<file path="src/rtl/pmc_pkg.sv">
package pmc_pkg;
  typedef enum logic [2:0] {
    M_DOWN  = 3'd0,  // supply low or power-on: everything held
    M_RUN   = 3'd1,
    M_ENTER = 3'd2,  // sleep requested, delay running
    M_SLEEP = 3'd3,
    M_WAKE  = 3'd4   // wake delay running, logic live, bridges off
  } mode_e;
endpackage

</file>
<file path="src/rtl/pmc_seq.sv">
module pmc_seq
  import pmc_pkg::*;
#(
  parameter int unsigned T_SLEEP = 8,
  parameter int unsigned T_WAKE  = 16
) (
  input  logic  clk_i,
  input  logic  rst_ni,
  input  logic  sleep_ni,
  input  logic  uv_i,
  output mode_e mode_o
);
  localparam int unsigned MAX_T = (T_SLEEP > T_WAKE) ? T_SLEEP : T_WAKE;
  localparam int unsigned CNT_W = (MAX_T < 2) ? 1 : $clog2(MAX_T);
  localparam logic [CNT_W-1:0] SLP_LAST = CNT_W'(T_SLEEP - 1);
  localparam logic [CNT_W-1:0] WAK_LAST = CNT_W'(T_WAKE - 1);

  mode_e            mode_q;
  logic [CNT_W-1:0] cnt_q;

  always_ff @(posedge clk_i or negedge rst_ni) begin
    if (!rst_ni) begin
      mode_q <= M_DOWN;
      cnt_q  <= '0;
    end else if (uv_i) begin
      mode_q <= M_DOWN;
      cnt_q  <= '0;
    end else begin
      unique case (mode_q)
        M_DOWN: begin
          cnt_q  <= '0;
          mode_q <= sleep_ni ? M_WAKE : M_SLEEP;
        end
        M_RUN: begin
          cnt_q <= '0;
          if (!sleep_ni) mode_q <= M_ENTER;
        end
        M_ENTER: begin
          if (sleep_ni) begin
            mode_q <= M_RUN;
            cnt_q  <= '0;
          end else if (cnt_q == SLP_LAST) begin
            mode_q <= M_SLEEP;
            cnt_q  <= '0;
          end else begin
            cnt_q <= cnt_q + 1'b1;
          end
        end
        M_SLEEP: begin
          cnt_q <= '0;
          if (sleep_ni) mode_q <= M_WAKE;
        end
        M_WAKE: begin
          if (!sleep_ni) begin
            mode_q <= M_SLEEP;
            cnt_q  <= '0;
          end else if (cnt_q == WAK_LAST) begin
            mode_q <= M_RUN;
            cnt_q  <= '0;
          end else begin
            cnt_q <= cnt_q + 1'b1;
          end
        end
        default: begin
          mode_q <= M_DOWN;
          cnt_q  <= '0;
        end
      endcase
    end
  end

  assign mode_o = mode_q;
endmodule

</file>
<file path="src/rtl/pmc_thermal.sv">
module pmc_thermal
  import pmc_pkg::*;
(
  input  logic  clk_i,
  input  logic  rst_ni,
  input  mode_e mode_i,
  input  logic  uv_i,
  input  logic  trip_i,
  input  logic  clear_i,
  output logic  hold_o,
  output logic  fault_o
);
  logic hold_q, fault_q, wipe;

  // internal logic reset: supply low now, or already held in reset
  assign wipe = uv_i || (mode_i == M_DOWN) || (mode_i == M_SLEEP);

  always_ff @(posedge clk_i or negedge rst_ni) begin
    if (!rst_ni) begin
      hold_q  <= 1'b0;
      fault_q <= 1'b0;
    end else begin
      if (wipe)         hold_q <= 1'b0;
      else if (trip_i)  hold_q <= 1'b1;
      else if (clear_i) hold_q <= 1'b0;
      // report lags the bridge decision by one cycle in both directions
      fault_q <= wipe ? 1'b0 : hold_q;
    end
  end

  assign hold_o  = hold_q;
  assign fault_o = fault_q;
endmodule

</file>
<file path="src/rtl/pwr_mode_ctrl.sv">
module pwr_mode_ctrl
  import pmc_pkg::*;
#(
  parameter int unsigned T_SLEEP = 8,
  parameter int unsigned T_WAKE  = 16
) (
  input  logic clk_i,
  input  logic rst_ni,
  input  logic sleep_ni,
  input  logic uv_i,
  input  logic ot_trip_i,
  input  logic ot_clear_i,
  output logic bridge_en_o,
  output logic logic_rst_o,
  output logic ot_fault_o
);
  mode_e mode;
  logic  ot_hold, ot_fault_raw;

  pmc_seq #(.T_SLEEP(T_SLEEP), .T_WAKE(T_WAKE)) u_seq (
    .clk_i    (clk_i),
    .rst_ni   (rst_ni),
    .sleep_ni (sleep_ni),
    .uv_i     (uv_i),
    .mode_o   (mode)
  );

  pmc_thermal u_thermal (
    .clk_i   (clk_i),
    .rst_ni  (rst_ni),
    .mode_i  (mode),
    .uv_i    (uv_i),
    .trip_i  (ot_trip_i),
    .clear_i (ot_clear_i),
    .hold_o  (ot_hold),
    .fault_o (ot_fault_raw)
  );

  assign logic_rst_o = (mode == M_DOWN) || (mode == M_SLEEP);
  assign bridge_en_o = ((mode == M_RUN) || (mode == M_ENTER)) && !ot_hold;
  assign ot_fault_o  = ot_fault_raw && !logic_rst_o;
endmodule

</file>
<file path="config.mk">
export PLATFORM = sky130hd
export DESIGN_NAME = pwr_mode_ctrl
export DESIGN_NICKNAME = d
export VERILOG_FILES = /design/src/rtl/pmc_pkg.sv /design/src/rtl/pmc_seq.sv /design/src/rtl/pmc_thermal.sv /design/src/rtl/pwr_mode_ctrl.sv
export SDC_FILE = /design/constraint.sdc
export NUM_CORES = 1
export LEC_CHECK = 0
export ABC_AREA = 1
export BUFFER_PORTS_ARGS = -buffer_cell sky130_fd_sc_hd__buf_2
export CAP_MARGIN = 20
export CORE_ASPECT_RATIO = 1.1
export CORE_MARGIN = 1
export CORE_UTILIZATION = 26
export DETAILED_ROUTE_END_ITERATION = 8
export GPL_TIMING_DRIVEN = 1
export SYNTH_ARGS = -nofsm -noshare
export SYNTH_HDL_FRONTEND = slang
export SYNTH_SLANG_ARGS = --single-unit
</file>
<file path="constraint.sdc">
create_clock -name clk_i -period 2 [get_ports clk_i]
set_input_delay 0.5 -clock clk_i [delete_from_list [all_inputs] [get_ports clk_i]]
set_output_delay 0.5 -clock clk_i [all_outputs]
set_load 0.01 [all_outputs]
</file>
==> results of run 1 <==
==> routing by layer <==
metal / vias up / GRT usage, % / wire length (µm)
met3: 2 / 2.52 / 91
li1: 273 / - / -
met4: 0 / 8.82 / 15
met2: 26 / 17.1 / 518
met5: - / 0 / 0
met1: 238 / 16.2 / 558
==> flip-flops by register name (all words and copies together), names as in the netlist <==
name	count
u_seq.cnt_q	4
u_seq.mode_o	3
u_thermal.fault_o	1
u_thermal.hold_o	1
==> cells by family (layout without fill, tap and decap cells) <==
logic type / after synthesis / count (layout) / share of synthesized area, %
buf+inv: 9 / 21 / 6.07
simple gates: 49 / 49 / 43.4
xor+xnor: 1 / 1 / 1.57
flops: 9 / 9 / 40.5
compound gates: 6 / 6 / 6.29
fa+ha+maj: 1 / 1 / 2.25
==> area by class of cell <==
| cell class | instances | area (µm²) | share of cell area (%) |
|---|---|---|---|
| clock buffers | 4 | 26.3 | 3.99 |
| repair buffers | 8 | 40.0 | 6.08 |
| flip-flops and latches | 9 | 225 | 34.2 |
| inverters | 9 | 33.8 | 5.13 |
| well taps | 28 | 35.0 | 5.32 |
| multi-input cells | 57 | 298 | 45.2 |
==> synthesized netlist by cell type <==
library cell                n  area share [%]
sky130_fd_sc_hd__a21oi_1    2             1.8
sky130_fd_sc_hd__dfrtp_1    9              40
sky130_fd_sc_hd__ha_1       1             2.2
sky130_fd_sc_hd__inv_1      7             4.7
sky130_fd_sc_hd__inv_2      2             1.3
sky130_fd_sc_hd__nand2_1   12             8.1
sky130_fd_sc_hd__nand2_2    1             1.1
sky130_fd_sc_hd__nand3_1   12              11
sky130_fd_sc_hd__nand3_2    2             3.6
sky130_fd_sc_hd__nand3b_1   1             1.3
sky130_fd_sc_hd__nand4_1    4             4.5
sky130_fd_sc_hd__nor2_1    14             9.4
sky130_fd_sc_hd__nor2_2     2             2.2
sky130_fd_sc_hd__nor3b_2    1             2.2
sky130_fd_sc_hd__o21ai_1    2             1.8
sky130_fd_sc_hd__o21bai_1   1             1.3
sky130_fd_sc_hd__o31ai_1    1             1.3
sky130_fd_sc_hd__xor2_1     1             1.6
==> per-stage QoR <==
stage                     instances  hold slack, ns  area [µm²]  util [%]
after detailed placement        111           0.374         632      31.3
after global placement          111           0.370         632      31.3
after floorplan                  75           0.204         557         -
after CTS                       115          0.0828         658      32.6
after global routing            115          0.0916         658      32.6
final                           115          0.0754         658      32.6
==> path summary, 6_finish.rpt <==
| path | cells past startpoint | startpoint | to |
|---|---|---|---|
| hold / removal | 1 | rst_ni | u_seq.cnt_q[3] |
| setup reg to reg | 7 | u_seq.cnt_q[0] | u_seq.mode_o[1] |
| hold reg to reg | 1 | u_seq.cnt_q[0] | u_seq.cnt_q[0] |
| max in group asynchronous | 1 | rst_ni | u_thermal.fault_o |
| min in group clk_i | 2 | ot_clear_i | u_thermal.hold_o |
| setup / recovery | 5 | u_seq.mode_o[0] | ot_fault_o |
==> power by group through the flow <==
| stage | logic (µW) | registers (µW) | clock network (µW) |
|---|---|---|---|
| 2_1_floorplan | 193 | 241 | 0 |
| 3_3_place_gp | 260 | 246 | 0 |
| 3_5_place_dp | 259 | 248 | 0 |
| 4_1_cts | 261 | 245 | 154 |
| 5_1_grt | 291 | 249 | 161 |
| 6_report | 262 | 245 | 148 |
==> results.txt, run 1 <==
The flow ran to the end, and the final reports show no timing, DRC or antenna violations. The total number of vias is around 540. The root buffer cell is sky130_fd_sc_hd__clkbuf_4. The share of layout cells above drive strength 1 came out at between 20% and 30%. The final max-slew violation count came out at 0. The post-CTS setup-driven buffer insertion count is 0. The number of nets at the end of the flow came out at 95.

The total routing resource utilization after global routing is about an eighth. In this run the power spent charging and discharging nets is approximately 280 µW. The post-synthesis net count came out at 82. The leakage power summed over all cells is between 0.0003 and 0.0004 µW.

The first detailed-routing pass took 4 iterations. The most common cell after layout, fill and taps aside is sky130_fd_sc_hd__nor2_1. Port buffering added 8 buffers. For the final routed database, the setup TNS stands at 0 ns. The fmax came out at 0.538 GHz.

The routability congestion estimate from global placement is roughly 0.86. The overall die height came out at about 50 µm. The worst hold path belongs to the class in2async.

The die covers 2330 µm². The post-synthesis cell count came out at 75. Gates resized during post-CTS repair numbered 0. The worst reg-to-reg setup slack is between 0.7 and 0.8 ns. The deepest clock path buffer count came out at 2. The count of buffer and inverter cells on the critical path is 1.

The number of primary I/O pins came out at 9. The design internal power is 378 µW. In this run, the combinational gates consume roughly two fifths of the power. The count of yosys warnings during synthesis is 0. The number of distinct library cell variants in the gate-level netlist after synthesis is 18.

The starting density of the core is between 20% and 30%. In this run the remaining antenna-violating nets after routing total 0. For this run the aggregate overflow at the end of global routing stands at 0. The sequential-to-total area share from yosys stat is between 40% and 50%. The number of remaining DRC errors came out at 0.

Setup violations remaining at the end of the flow were counted as 0. Across all setup checks in the final design, the least slack found is between 0.1 and 0.15 ns. The total clock sinks is 9. The sequential cell fraction of total power is a little under two fifths.

The number of buffers added by the clock tree synthesis step is 3. The summed instance area of the synthesized netlist is around 560 µm². Entering global routing, the biggest net connects 10 pins. The global-route wire length before repair came out at 1970 µm.

The average wire per cell in the routed design came out at slightly above 10 µm. The insertion delay to the later sink of the worst-skew pair came out at 0.27 ns. The worst clock skew came out at 0.00123 ns. The area of the placeable core came out at between 2000 and 2500 µm². The detailed-route wire length is between 1000 and 1500 µm. The final antenna diode count came out at 0. Hold repair after CTS inserted 0 buffers. Max-cap violations in this run came to 0. The max-slew headroom at the worst pin came out at a little over four fifths.

The number of antenna violations at the first check in global routing is 0. At the worst endpoint, the arrival time is between 1 and 1.5 ns. After synthesis the netlist holds a flip-flop and latch count of 9. Using the TritonRoute via totals, the vias-per-cell ratio works out to approximately 4.7. TritonCTS built the clock tree. The number of global-route vias before repair came to 488. The transition time at the pin with the least slew margin is between 0.2 and 0.25 ns. The critical setup path kind is reg2out.

The final critical path takes up between 90% and 100% of the cycle. The post-synthesis to final-layout area growth came out at 18.2%. The worst setup path is launched from a register. The relative contribution of the clock network to total power came out at 22.6%. The width of the die came out at 46.1 µm.

In the layout the commonest cells are sky130_fd_sc_hd__nor2_1 (14), sky130_fd_sc_hd__nand3_1 (12), sky130_fd_sc_hd__nand2_1 (12). The design draws 656 µW. The placed wire-length estimate is roughly 900 µm. The delay of the slowest critical-path stage is 0.45 ns. On the critical path, the stage with the largest delay is an instance of sky130_fd_sc_hd__dfrtp_1.

In this run switching power makes up between 40% and 50% of total power. The required arrival time at the worst endpoint came out at ~1.5 ns. The average instance in the mapped netlist occupies roughly 7.4 µm². The worst setup path is captured at an output pin. Setup repair after global routing left no endpoint under its margin. The kind of cell with the highest combined delay along the critical path is simple AND/OR/NAND/NOR gates. Traced cell by cell, the critical path runs through nor2_2 -> nand2_1 -> nand2_2 -> nor2_1 -> buf_2. The number of H-tree branching levels is 1. The floorplan has 17 rows. For this design the ratio of total power to cell area is ~1000 nW/µm². The final count of hold timing violations is 0. The first-iteration detailed-routing DRC count came out at 29.

The clock edge transition at the registers on the reported setup and hold paths came out at approximately 0.07 ns. The worst-case vdd ir drop came out at 0.000406 V. The worst setup timing slack at the placement stage is 0.457 ns. The clock period minus worst slack is around 1.9 ns.

Of all nets on the critical path, the largest fanout is 6. The total of fill cells in the finished design is 218.
No activity file was read; power rests on OpenSTA's default activity.
==> run 2, diff against run 1 <==
--- a/config.mk
+++ b/config.mk
@@ -8,11 +8,12 @@
 export ABC_AREA = 1
 export BUFFER_PORTS_ARGS = -buffer_cell sky130_fd_sc_hd__buf_2
 export CAP_MARGIN = 20
-export CORE_ASPECT_RATIO = 1.1
-export CORE_MARGIN = 1
-export CORE_UTILIZATION = 26
+export CORE_AREA = 2 2 39 41
 export DETAILED_ROUTE_END_ITERATION = 8
+export DIE_AREA = 0 0 41 43
 export GPL_TIMING_DRIVEN = 1
+export PLACE_DENSITY = 0.69
 export SYNTH_ARGS = -nofsm -noshare
 export SYNTH_HDL_FRONTEND = slang
+export SYNTH_HIERARCHICAL = 1
 export SYNTH_SLANG_ARGS = --single-unit
==> run 2 against run 1 <==
Against the previous run:
- clock-buffer cell count shrank 1
- final area up 9.1%
- highest routed layer unchanged
- power is 26% higher
- via count is 18% higher
- non-clock buffer count unchanged
- sequential share of layout area decreased by 2.9 points
==> results.txt, run 2 <==
The post-synthesis to final-layout area growth came out at 11.9% (was 18.2%). The starting density of the core was 46.4% (was 27.6%). The number of register bits inferred by synthesis is 9 (unchanged).

The arrival time reported for the critical path endpoint was 1.32 ns (was 1.36 ns). The critical setup path kind was reg2out (unchanged). The total number of vias is 638 (was 539). The commonest register cell after synthesis is sky130_fd_sc_hd__dfrtp_1 (unchanged). The leakage power summed over all cells is 0.000368 µW (was 0.000330 µW).

The floorplan die area is 1760 µm² (was 2330 µm²). The number of vias per cell after detailed routing came out at 5.36 (was 4.69). The dominant cell by count in the synthesized netlist is sky130_fd_sc_hd__nand2_1 (was sky130_fd_sc_hd__nor2_1). The number of global-route vias before repair came out at 550 (was 488).

The number of antenna violations at the first check in global routing came out at 0 (unchanged). Top library cells by usage in the layout, fill and taps aside: sky130_fd_sc_hd__nand2_1 (20), sky130_fd_sc_hd__nand3_1 (16), sky130_fd_sc_hd__nor2_1 (13) (was sky130_fd_sc_hd__nor2_1 (14), sky130_fd_sc_hd__nand3_1 (12), sky130_fd_sc_hd__nand2_1 (12)). The pin count of the biggest net entering global routing was 15 (was 10). The number of nets still failing antenna checks after routing was 0 (unchanged). The sequential-to-total area share from yosys stat came to 35.1% (was 40.4%). The share of the core filled with cells came out at 51.9% (was 32.6%). The global-route wire length before repair is 2240 µm (was 1970 µm).

The flip-flop count of the largest register, all copies and words added is 4 (unchanged). The post-synthesis cell count is 92 (was 75). The root buffer cell was sky130_fd_sc_hd__clkbuf_4 (unchanged). The share of layout cells above drive strength 1 came out at 25.2% (was 21.8%). Cell breakdown of the critical path: nor2_1 -> nand2_1 -> nand2_2 -> nor2_2 -> buf_2 (was nor2_2 -> nand2_1 -> nand2_2 -> nor2_1 -> buf_2).

The insertion delay to the later sink of the worst-skew pair came to 0.27 ns (about the same). The post-synthesis share of cell area spent on and, or, nand and nor gates is 44.6% (was 43.4%). The number of primary I/O pins came to 9 (unchanged). The most common cell after layout, fill and taps aside is sky130_fd_sc_hd__nand2_1 (was sky130_fd_sc_hd__nor2_1). The largest family of logic cells by synthesized area was simple AND/OR/NAND/NOR gates (unchanged). The total clock sinks is 9 (unchanged). The instance area after placement is 691 µm² (was 632 µm²). The clock edge transition at the registers on the reported setup and hold paths was 0.06 ns (was 0.07 ns). The post-synthesis net count came to 99 (was 82). The transition time at the pin with the least slew margin came to 0.450 ns (was 0.237 ns).

The total of cells resized after clock tree synthesis came out at 0 (unchanged). The iteration count of the initial detailed-routing pass came out at 4 (unchanged). The total congestion overflow after global routing came out at 0 (unchanged).

The count of buffer and inverter cells on the critical path came out at 1 (unchanged). The number of buffers added to fix hold violations after cts is 0 (unchanged). The worst clock skew came out at 0.00141 ns (was 0.00123 ns). The number of distinct library cell variants in the gate-level netlist after synthesis is 21 (was 18). The fmax is 0.549 GHz (was 0.538 GHz). The deepest clock path buffer count was 2 (unchanged).

The width of the die was 41 µm (was 46.1 µm). The routability congestion estimate from global placement is 0.923 (was 0.862). The largest register by flop count is u_seq/cnt_q (was u_seq.cnt_q). The worst-case vdd ir drop is 0.000459 V (was 0.000406 V). The placed wire-length estimate is 981 µm (was 919 µm). The count of flip-flops with a built-in enable after synthesis came out at 0 (unchanged). The maximum fanout encountered on the critical timing path is 14 (was 6).

The number of buffers added by the clock tree synthesis step came out at 3 (unchanged). The category of the worst setup path launch point is a register (unchanged). The final antenna diode count is 0 (unchanged).

The detailed-route wire length came out at 1280 µm (was 1180 µm). The count of input and output buffers is 8 (unchanged). The summed instance area of the synthesized netlist came to 642 µm² (was 557 µm²). The TritonCTS clock tree is done (unchanged). The total of fill cells in the finished design came out at 145 (was 218). The proportion of synthesized flip-flops having asynchronous set or reset was 100% (unchanged). The fraction of the mapped netlist area in adder cells came to 1.95% (was 2.25%). The number of remaining DRC errors was 0 (unchanged).

The total power of the final layout came to 829 µW (was 656 µW). The final max-slew violation count is 0 (unchanged). The post-CTS setup-driven buffer insertion count is 0 (unchanged).

The post-synthesis xor/xnor area fraction was 4.09% (was 1.57%). The post-synthesis cell type with the largest combined area was sky130_fd_sc_hd__dfrtp_1 (unchanged). The total negative slack is 0 ns (unchanged). The area of the placeable core was 1380 µm² (was 2020 µm²). The count of yosys warnings during synthesis is 6 (was 0). The delay of the slowest critical-path stage came to 0.62 ns (was 0.45 ns). Run status: complete, no violations (unchanged).

The post-synthesis compound-gate area fraction is 5.46% (was 6.29%). The ratio of final minimum period to clock period came out at 91.0% (was 92.9%). The number of H-tree branching levels is 1 (unchanged). The share of the synthesized area in the top cell type was 35.1% (was 40.4%). Unrepaired setup endpoints after global routing: false (unchanged).

The type of the tightest min-delay check was in2async (unchanged). The power per cell area came out at 1150 nW/µm² (was 996 nW/µm²). The element type at the critical path end is an output pin (unchanged). The share of cell area taken by muxes after synthesis came to 0% (unchanged). The total of max-cap violations came out at 0 (unchanged).

The required arrival time at the worst endpoint was 1.50 ns (about the same). The clock period minus worst slack came out at 1.82 ns (was 1.86 ns). The family with the most delay on the worst path is flip-flops (was simple AND/OR/NAND/NOR gates). The number of nets at the end of the flow came to 111 (was 95). Commonest cells post-synth: sky130_fd_sc_hd__nand2_1 (20), sky130_fd_sc_hd__nand3_1 (16), sky130_fd_sc_hd__nor2_1 (13) (was sky130_fd_sc_hd__nor2_1 (14), sky130_fd_sc_hd__nand2_1 (12), sky130_fd_sc_hd__nand3_1 (12)).

The final design area excluding fillers is 718 µm² (was 658 µm²). The max-slew headroom at the worst pin came out at 70.0% (was 84.2%). The total setup violations reported at the end of the flow is 0 (unchanged). The average wire per cell in the routed design came to 10.7 µm (was 10.3 µm).

The first-iteration detailed-routing DRC count was 33 (was 29). The total routing resource utilization after global routing is 19.5% (was 12.3%). Leading cell types by total area after synthesis: sky130_fd_sc_hd__dfrtp_1 (35%), sky130_fd_sc_hd__nand3_1 (12%), sky130_fd_sc_hd__nand2_1 (12%) (was sky130_fd_sc_hd__dfrtp_1 (40%), sky130_fd_sc_hd__nand3_1 (11%), sky130_fd_sc_hd__nor2_1 (9.4%)). The cell type of the slowest stage on the worst timing path is sky130_fd_sc_hd__dfrtp_1 (unchanged). The overall die height is 43 µm (was 50.5 µm). The synthesized area per cell is 6.98 µm² (was 7.42 µm²).

The final count of hold timing violations was 0 (unchanged). The number of cell rows came to 14 (was 17).
## run 2: changes by cell type after synthesis, moves of 2 or more
cell                      previous run  this run
sky130_fd_sc_hd__nand2_1            12        20
sky130_fd_sc_hd__inv_2               2         5
sky130_fd_sc_hd__nand3_1            12        16
sky130_fd_sc_hd__xnor2_1             0         2
sky130_fd_sc_hd__nor2_2              2         4
## run 2: cells by family (layout without fill, tap and decap cells)
kind of cell | count (synthesis) | count (layout)
buffers and inverters | 13 | 24
xor gates and xnor gates | 3 | 3
AOI/OAI and AO/OA | 5 | 5
and+or+nand+nor | 61 | 61
adders and majority gates | 1 | 1
DFF | 9 | 9
## run 2: cell type report
cell class                      instances  area [µm²]  share of cell area, %
Tap cell                               16        20.0                   2.79
Clock inverter                          1        5.00                  0.697
Timing Repair Buffer                    8        40.0                   5.57
Sequential cell                         9         225                   31.4
Inverter                               12        45.0                   6.27
Clock buffer                            3        22.5                   3.14
Multi-Input combinational cell         70         360                   50.2
## run 2: report_power, final
| part | switching [µW] | leakage, µW | total [µW] | internal [µW] |
|---|---|---|---|---|
| clock network | 69.9 | 0.0000177 | 144 | 74.1 |
| logic | 241 | 0.000228 | 394 | 153 |
| registers | 76.5 | 0.000122 | 291 | 215 |
| total | 388 | 0.000368 | 829 | 442 |
## run 2: final timing paths
| path | slack, ns | from | endpoint | cells past startpoint |
|---|---|---|---|---|
| min reg2reg | 0.48 | u_seq/cnt_q[0] | u_seq/cnt_q[0] | 1 |
| max in group asynchronous | 1.76 | rst_ni | u_seq/cnt_q[2] | 1 |
| max reg2reg | 0.67 | u_seq/mode_o[2] | u_seq/cnt_q[0] | 7 |
| min in group clk_i | 0.46 | ot_trip_i | u_thermal/hold_o | 3 |
| max | 0.18 | u_seq/mode_o[0] | ot_fault_o | 5 |
| min | 0.06 | rst_ni | u_thermal/fault_o | 1 |
## run 2: per-layer routing
layer | up-vias | GRT usage, % | part of all wire [%]
met5 | - | 0 | 0
met3 | 3 | 9.42 | 8.0
met2 | 26 | 28.4 | 49
met1 | 290 | 24.7 | 42
met4 | 0 | 6.00 | 0.86
li1 | 319 | - | -
## run 2: metrics by stage
stage               instances  worst slack, ns  hold WS (ns)
global placement          115            0.526         0.356
floorplan                  92            0.650         0.204
global route              119           0.0362        0.0594
finish                    119            0.180        0.0645
detailed placement        115            0.459         0.362
CTS                       119            0.162        0.0676
==> run 3, diff against run 2 <==
--- a/config.mk
+++ b/config.mk
@@ -9,6 +9,7 @@
 export BUFFER_PORTS_ARGS = -buffer_cell sky130_fd_sc_hd__buf_2
 export CAP_MARGIN = 20
 export CORE_AREA = 2 2 39 41
+export CTS_BUF_LIST = sky130_fd_sc_hd__clkbuf_16
 export DETAILED_ROUTE_END_ITERATION = 8
 export DIE_AREA = 0 0 41 43
 export GPL_TIMING_DRIVEN = 1
==> run 3 against run 2 <==
Against the previous run:
- final area increased by 7.3%
- critical path depth did not move
- global-route usage shrank 0.82 points
- sequential power grew 1%
- critical path type unchanged
- first-iteration DRC count shrank 6.1%
==> results.txt, run 3 (same netlist as run 2, synthesis figures left out) <==
The detailed-route wire length is 1290 µm (was 1280 µm). The first-iteration detailed-routing DRC count came out at 31 (was 33). The overall die height came out at 43 µm (unchanged). The post-CTS setup-driven buffer insertion count came out at 0 (unchanged).

The worst reg2reg path startpoint is u_seq/mode_o[2] (unchanged). The instance area after placement is 691 µm² (unchanged). Unrepaired setup endpoints after global routing: false (unchanged).

The worst reg2reg path depth was 7 (unchanged). The total of max-cap violations was 0 (unchanged). The most common cell after layout, fill and taps aside was sky130_fd_sc_hd__nand2_1 (unchanged). The final antenna diode count is 0 (unchanged). The category of the worst setup path launch point is a register (unchanged). The total of cells resized after clock tree synthesis came out at 0 (unchanged).

The average wire per cell in the routed design is 10.8 µm (was 10.7 µm). The number of vias per cell after detailed routing is 5.30 (was 5.36). The number of H-tree branching levels came out at 1 (unchanged). The routability congestion estimate from global placement came out at 0.923 (unchanged).

The capturing point of the worst reg2reg path was u_seq/cnt_q[0] (unchanged). The count of input and output buffers is 8 (unchanged). The number of nets still failing antenna checks after routing is 0 (unchanged). The largest register by flop count is u_seq/cnt_q (unchanged). The number of global-route vias before repair is 538 (was 550). The total placed cells including tap cells came out at 115 (unchanged). The total setup violations reported at the end of the flow is 0 (unchanged).

The total congestion overflow after global routing is 0 (unchanged). The number of nets at the end of the flow is 111 (unchanged). The final count of hold timing violations came out at 0 (unchanged).

The insertion delay to the later sink of the worst-skew pair came out at 0.23 ns (was 0.27 ns). The iteration count of the initial detailed-routing pass is 5 (was 4). The clock period minus worst slack came out at 1.78 ns (was 1.82 ns).

The type of the tightest min-delay check was in2async (unchanged). The total clock sinks came out at 9 (unchanged). The final design area excluding fillers came out at 771 µm² (was 718 µm²). The number of buffers added to fix hold violations after cts came out at 0 (unchanged).

The number of cell rows was 14 (unchanged). The total negative slack came out at 0 ns (unchanged). The deepest clock path buffer count is 2 (unchanged). The number of antenna violations at the first check in global routing came out at 0 (unchanged). The maximum fanout encountered on the critical timing path came out at 14 (unchanged).

The number of standard cells in the final layout excluding fillers came out at 119 (unchanged). The fmax came out at 0.561 GHz (was 0.549 GHz). The number of remaining DRC errors came to 0 (unchanged). The flip-flop count of the largest register, all copies and words added came to 4 (unchanged).

The global-route wire length before repair came out at 2170 µm (was 2240 µm). The total number of vias is 631 (was 638). The pin count of the biggest net entering global routing is 15 (unchanged). The share of layout cells above drive strength 1 came to 25.2% (unchanged). The area of the placeable core was 1380 µm² (unchanged). The post-synthesis to final-layout area growth is 20.1% (was 11.9%). The worst clock skew came out at 0.00107 ns (was 0.00141 ns). The TritonCTS clock tree was done (unchanged).

The worst-case vdd ir drop was 0.00101 V (was 0.000459 V). The number of primary I/O pins is 9 (unchanged). The ratio of final minimum period to clock period came to 89.1% (was 91.0%).

The transition time at the pin with the least slew margin came out at 0.459 ns (was 0.450 ns). The power per cell area came out at 1350 nW/µm² (was 1150 nW/µm²). Run status: complete, no violations (unchanged). The combined flip-flop and latch cell area came out at 225 µm² (unchanged).

The clock edge transition at the registers on the reported setup and hold paths came out at 0.04 ns (was 0.06 ns). The floorplan die area is 1760 µm² (unchanged). The total routing resource utilization after global routing came out at 18.7% (was 19.5%). The area of combinational cells with multiple inputs is 360 µm² (unchanged). The total of fill cells in the finished design is 132 (was 145). The width of the die was 41 µm (unchanged). The number of buffers added by the clock tree synthesis step is 3 (unchanged). The final max-slew violation count is 0 (unchanged). The critical setup path kind was reg2out (unchanged). The worst hold slack across all endpoints is 0.108 ns (was 0.0645 ns). The starting density of the core came out at 46.4% (unchanged). The arrival time reported for the critical path endpoint is 1.28 ns (was 1.32 ns). The placed wire-length estimate is 981 µm (unchanged). The required arrival time at the worst endpoint was 1.50 ns (about the same). The max-slew headroom at the worst pin came out at 69.4% (was 70.0%).

The element type at the critical path end was an output pin (unchanged). The root buffer cell was sky130_fd_sc_hd__clkbuf_16 (was sky130_fd_sc_hd__clkbuf_4). Top library cells by usage in the layout, fill and taps aside: sky130_fd_sc_hd__nand2_1 (20), sky130_fd_sc_hd__nand3_1 (16), sky130_fd_sc_hd__nor2_1 (13) (unchanged).

The share of the core filled with cells is 55.7% (was 51.9%). The worst reg-to-reg setup slack came to 0.66 ns (was 0.67 ns). The leakage power summed over all cells was 0.000391 µW (was 0.000368 µW).
==> run 3: cell counts in the layout (fill, tap and decap cells not counted) <==
Identical to the previous run, type by type.
==> run 3: power breakdown <==
group | switching [µW] | internal, µW | leakage [µW]
Sequential | 79.1 | 216 | 0.000122
Clock | 88.2 | 263 | 0.0000409
Combinational | 243 | 153 | 0.000228
Total | 410 | 632 | 0.000391
==> run 3: worst max-delay path by stage <==
stage	start	endpoint	slack, ns	cells past startpoint
5_1_grt	u_seq/mode_o[0]	ot_fault_o	0.11	5
3_5_place_dp	u_seq/mode_o[0]	ot_fault_o	0.46	5
2_1_floorplan	u_seq/mode_o[1]	ot_fault_o	0.65	4
4_1_cts	u_seq/mode_o[0]	ot_fault_o	0.22	5
3_3_place_gp	u_seq/mode_o[0]	ot_fault_o	0.53	4
6_report	u_seq/mode_o[0]	ot_fault_o	0.22	5
==> run 3: stage by stage <==
| stage | setup WS (ns) | power (µW) |
|---|---|---|
| 5_1_grt | 0.106 | 1140 |
| 4_1_cts | 0.219 | 1040 |
| 3_3_place_gp | 0.526 | 680 |
| 2_1_floorplan | 0.650 | 601 |
| 3_5_place_dp | 0.459 | 689 |
| 6_report | 0.217 | 1040 |
==> run 3: routing by layer <==
layer | global-route usage [%] | vias to the layer above | wire, µm
met3 | 9.42 | 0 | 84
li1 | - | 321 | -
met1 | 25.1 | 285 | 571
met2 | 27.5 | 25 | 631
met4 | 2.00 | 0 | 0
met5 | 0 | - | 0
==> run 3: critical path: stages (launching register included) <==
cell and delay (ns):
sky130_fd_sc_hd__dfrtp_1 0.62, sky130_fd_sc_hd__nor2_1 0.09, sky130_fd_sc_hd__nand2_1 0.09, sky130_fd_sc_hd__nand2_2 0.06, sky130_fd_sc_hd__nor2_2 0.07, sky130_fd_sc_hd__buf_2 0.12
==> run 3: layout make-up <==
type | instances | area share [%]
clock buffers | 3 | 9.74
clock inverters | 1 | 0.649
inverters | 12 | 5.84
multi-input cells | 70 | 46.8
flip-flops and latches | 9 | 29.2
well taps | 16 | 2.60
repair buffers | 8 | 5.19
